--- src/rtl/frame_sum_pkg.sv ---
package frame_sum_pkg;

    typedef enum logic [2:0] {
        PH_SEEK_A,
        PH_SEEK_B,
        PH_COUNT,
        PH_BODY,
        PH_CHECK
    } phase_t;

    typedef struct packed {
        logic hit_a;
        logic hit_b;
        logic zero_len;
        logic last_body;
    } cues_t;

    typedef struct packed {
        logic body;
        logic err;
    } flags_t;

    function automatic phase_t next_phase(input phase_t cur, input cues_t c);
        phase_t nxt;
        nxt = cur;
        case (cur)
            PH_SEEK_A: nxt = c.hit_a ? PH_SEEK_B : PH_SEEK_A;
            PH_SEEK_B: nxt = c.hit_b ? PH_COUNT : (c.hit_a ? PH_SEEK_B : PH_SEEK_A);
            PH_COUNT:  nxt = c.zero_len ? PH_CHECK : PH_BODY;
            PH_BODY:   nxt = c.last_body ? PH_CHECK : PH_BODY;
            PH_CHECK:  nxt = PH_SEEK_A;
            default:   nxt = PH_SEEK_A;
        endcase
        return nxt;
    endfunction

endpackage

--- src/rtl/frame_sum_acc.sv ---
module frame_sum_acc
    import frame_sum_pkg::*;
#(
    parameter int DW = 8
) (
    input  logic          clk,
    input  logic          rst,
    input  phase_t        phase,
    input  logic [DW-1:0] din,
    output logic          last_body,
    output logic          mismatch
);

    localparam logic [DW-1:0] ONE = DW'(1);

    logic [DW-1:0] total;
    logic [DW-1:0] remain;

    always_ff @(posedge clk) begin
        if (rst) begin
            total  <= '0;
            remain <= '0;
        end else begin
            case (phase)
                PH_COUNT: begin
                    total  <= '0;
                    remain <= din;
                end
                PH_BODY: begin
                    total  <= total + din;
                    remain <= remain - ONE;
                end
                default: ;
            endcase
        end
    end

    assign last_body = (remain == ONE);
    assign mismatch  = (total != din);


    body_cnt_chk: assert property (@(posedge clk) disable iff (rst)
        (phase == PH_BODY) |-> (remain != '0));


    clear_chk: assert property (@(posedge clk) disable iff (rst)
        (phase == PH_COUNT) |=> (total == '0));

endmodule

--- config.mk ---
export PLATFORM = sky130hd
export DESIGN_NAME = frame_sum_acc
export DESIGN_NICKNAME = d
export VERILOG_FILES = /design/src/rtl/frame_sum_pkg.sv /design/src/rtl/frame_sum_acc.sv
export SDC_FILE = /design/constraint.sdc
export NUM_CORES = 1
export LEC_CHECK = 0
export ABC_AREA = 1
export BUFFER_PORTS_ARGS = -buffer_cell sky130_fd_sc_hd__buf_2
export CAP_MARGIN = 20
export CORE_MARGIN = 4
export CORE_UTILIZATION = 57
export DETAILED_ROUTE_END_ITERATION = 8
export HOLD_SLACK_MARGIN = 0.06
export PLACE_DENSITY = 0.79
export SETUP_SLACK_MARGIN = 0.02
export SLEW_MARGIN = 20
export SYNTH_ARGS = -nofsm -noshare
export SYNTH_HDL_FRONTEND = slang
export SYNTH_SLANG_ARGS = --single-unit
--- constraint.sdc ---
create_clock -name clk -period 1.9 [get_ports clk]
set_clock_uncertainty 0.2 [all_clocks]
set_input_delay 0 -clock clk [delete_from_list [all_inputs] [get_ports clk]]
set_output_delay 0 -clock clk [all_outputs]
set_load 0.005 [all_outputs]
==> summary.md <==
| Metric | Value |
|---|---|
| Worst Setup End Kind | `flop` |
| Drt via density | `5.619` |
| Max Freq | `about 540 MHz` |
| Reg clk slew, reported paths | `around 0.1 ns` |
| Post-route setup TNS | `0 ns` |
| Final Critical Period | `1.865 ns` |
| FF+latch count, synth | `16` |
| Ratio of cells with drive above 1 in the final layout | `0.2028` |
| Post-synth net total | `approximately 200` |
| TritonCTS Buffers | `3` |
| Largest net degree at the start of global routing | `17` |
| Leading cell type in the layout, fill and taps excluded | `nand2_1` |
| Final nets | `about 240` |
| Clk sinks | `16` |
| Die span in y | `between 50 and 60 um` |
| Hpwl dp | `~2100 um` |
| CP startpoint kind | `input pin` |
| CP arrival | `1.84 ns` |
| Row cnt | `16` |
| CTS tree | `done` |
| VDD IR max | `between 0.4 and 0.5 mV` |
| CP Max Fanout | `6` |
| Remaining antenna violation count | `0` |
| DP Area | `0.001292 mm2` |
| Starting DRT DRC Count | `60` |
| Reg power frac | `0.429` |
| Final Cycle Share | `0.9815` |
| Sw frac | `0.3273` |
| Setup slack, reg-to-reg | `roughly 0.17 ns` |
| Seq/Total Area, Yosys | `0.2631` |
| Fin. max-slew vios | `0` |
| Initial antenna violation count | `0` |
| CP required | `between 1.5 and 2 ns` |
| Hold Path Cell Cnt | `1` |
| Fillers | `150` |
| Synth Warn # | `0` |
| Total number of vias | `between 1000 and 1500` |
| Syn_area_per_cell | `6.839 um2` |
| Slew @ Worst Pin | `slightly below 0.4 ns` |
| Vias in the first global route | `around 1300` |
| Die Width | `54.22 um` |
| Initial Util | `0.6081` |
| Design area | `roughly 0.0015 mm2` |
| Worst-Skew Late Latency | `around 0.3 ns` |
| Internal Power | `about 0.58 mW` |
| Core area | `0.002002 mm2` |
| First-pass GRT wire length | `5499 um` |
| Number of buffers added on ports | `14` |
| # IOs | `15` |
| Area of the multi-input gates | `around 780 um2` |
| Leak | `0.7204 nW` |
| FF/Latch Area | `between 300 and 400 um2` |
| Cell Pwr Density | `554.6 mW/mm2` |
| Max clock buf depth | `2` |
| DR pass1 iterations | `4` |
| Total global-route track usage | `0.2578` |
| Final WL | `around 3500 um` |
| Most frequent cells in the layout | `nand2_1, inv_1, dlygate4sd3_1` |
| Area growth syn-to-layout | `26.62%` |
| Hold Crit Class | `flop to flop` |
| Worst r2r path cells | `6` |
| Syn Inst Count | `between 150 and 200` |
| Setup CP Type | `input pin to flop` |
| Congestion Overflow GR | `0` |
| Synthesized area | `roughly 0.0012 mm2` |
| DRC | `0` |
| Die area | `approximately 0.003 mm2` |
| Clock root buffer | `clkbuf_4` |
| GP Congestion | `between 0.9 and 1` |
| Rel. slew slack | `0.7368` |
| # diodes | `0` |
| Wirelength per Cell | `approximately 14 um` |
| Max-cap viol count | `0` |
| Status | `completed` |
| Setup violators final | `0` |
| Final Hold Fails | `0` |
| Synth unique cells | `26` |
| Clock share of power | `0.277` |
| Htree depth | `1` |
| Net Switching | `0.2798 mW` |
| Combinational share of power | `0.294` |
-- worst paths after layout --
kind / end / from
worst max-delay path: remain[4]$_SDFFE_PP0P_ / phase[2]
worst min-delay path: remain[0]$_SDFFE_PP0P_ / remain[0]$_SDFFE_PP0P_
worst max register to register: total[4]$_SDFFE_PP0P_ / total[0]$_SDFFE_PP0P_
worst min register to register: remain[0]$_SDFFE_PP0P_ / remain[0]$_SDFFE_PP0P_
-- layout make-up --
class | count | share of cell area
multi-input cells | 132 | 0.5057
flip-flops and latches | 16 | 0.2086
repair buffers | 35 | 0.1794
inverters | 25 | 0.06088
clock buffers | 4 | 0.02354
well taps | 27 | 0.02192
-- synth_stat cells --
| master | n | share of area |
|---|---|---|
| a21oi_1 | 14 | 0.058 |
| nor4_1 | 1 | 0.0051 |
| nor2_8 | 1 | 0.016 |
| buf_8 | 1 | 0.012 |
| nor2_1 | 6 | 0.018 |
| xor2_1 | 3 | 0.022 |
| nand4_1 | 4 | 0.021 |
| nand2_1 | 55 | 0.17 |
| inv_2 | 2 | 0.0062 |
| ha_1 | 9 | 0.092 |
| a221oi_1 | 1 | 0.0072 |
| nor2_2 | 1 | 0.0051 |
| nand3_1 | 9 | 0.037 |
| nand3_2 | 6 | 0.049 |
| buf_2 | 2 | 0.0082 |
| inv_1 | 23 | 0.071 |
| nor3_1 | 2 | 0.0082 |
| or2_2 | 4 | 0.021 |
| o21ai_0 | 5 | 0.021 |
| a31oi_1 | 3 | 0.015 |
| buf_4 | 1 | 0.0062 |
| a21oi_2 | 5 | 0.036 |
| buf_1 | 1 | 0.0031 |
| o211ai_1 | 2 | 0.012 |
| fa_1 | 1 | 0.016 |
| dfxtp_1 | 16 | 0.26 |
-- layer usage --
metal | up-vias | routed length [um] | global-route usage
li1 | 659 | - | -
met1 | 617 | 1418 | 0.2972
met2 | 57 | 1783 | 0.4542
met3 | 10 | 188 | 0.04087
met4 | 0 | 65 | 0.1328
met5 | - | 0 | 0
-- power groups by stage --
stage	combinational [mW]	sequential, mW	clock (mW)
after global placement	0.190	0.372	0
after floorplan	0.153	0.370	0
after detailed placement	0.200	0.373	0
final	0.251	0.366	0.237
after global routing	0.273	0.368	0.254
after CTS	0.230	0.365	0.241
-- flip-flops by register name, indices dropped and copies added (netlist names) --
signal  flops
remain      8
total       8
-- cells by family after synthesis --
family / synth area share
AND/OR/NAND/NOR: 0.3505
XOR/XNOR: 0.02159
adder cells (fa/ha/maj): 0.1089
flip-flops: 0.2631
AO/OA/AOI/OAI: 0.1490
buffers and inverters: 0.1069
-- what timing repair did --
item / in CTS / in global routing
gates resized for setup: 0 / 6
hold buffers: 19 / 0
hold endpoints to repair: 16 / 0
setup endpoints to repair: 0 / 8
setup buffers: 0 / 1
-- stage by stage --
step	total power, mW	setup WS [ns]	util	std cells	hold slack (ns)
floorplan	0.5228	0.2655	-	178	-0.01460
global placement	0.5624	0.2280	0.6456	215	0.1207
detailed placement	0.5725	0.1611	0.6456	215	0.1239
CTS	0.8358	0.04441	0.7588	238	0.2836
global route	0.8955	-0.004167	0.7700	239	0.2844
finish	0.8548	0.03513	0.7700	239	0.2704
-- worst max-delay path, cell delays in order --
cell and delay, ns:
dlygate4sd3_1 0.53, buf_2 0.14, nor2_4 0.16, buf_6 0.14, nor2_1 0.04, a31oi_1 0.18, dlygate4sd3_1 0.58, a21oi_1 0.06
No activity file was read; power rests on OpenSTA's default activity.
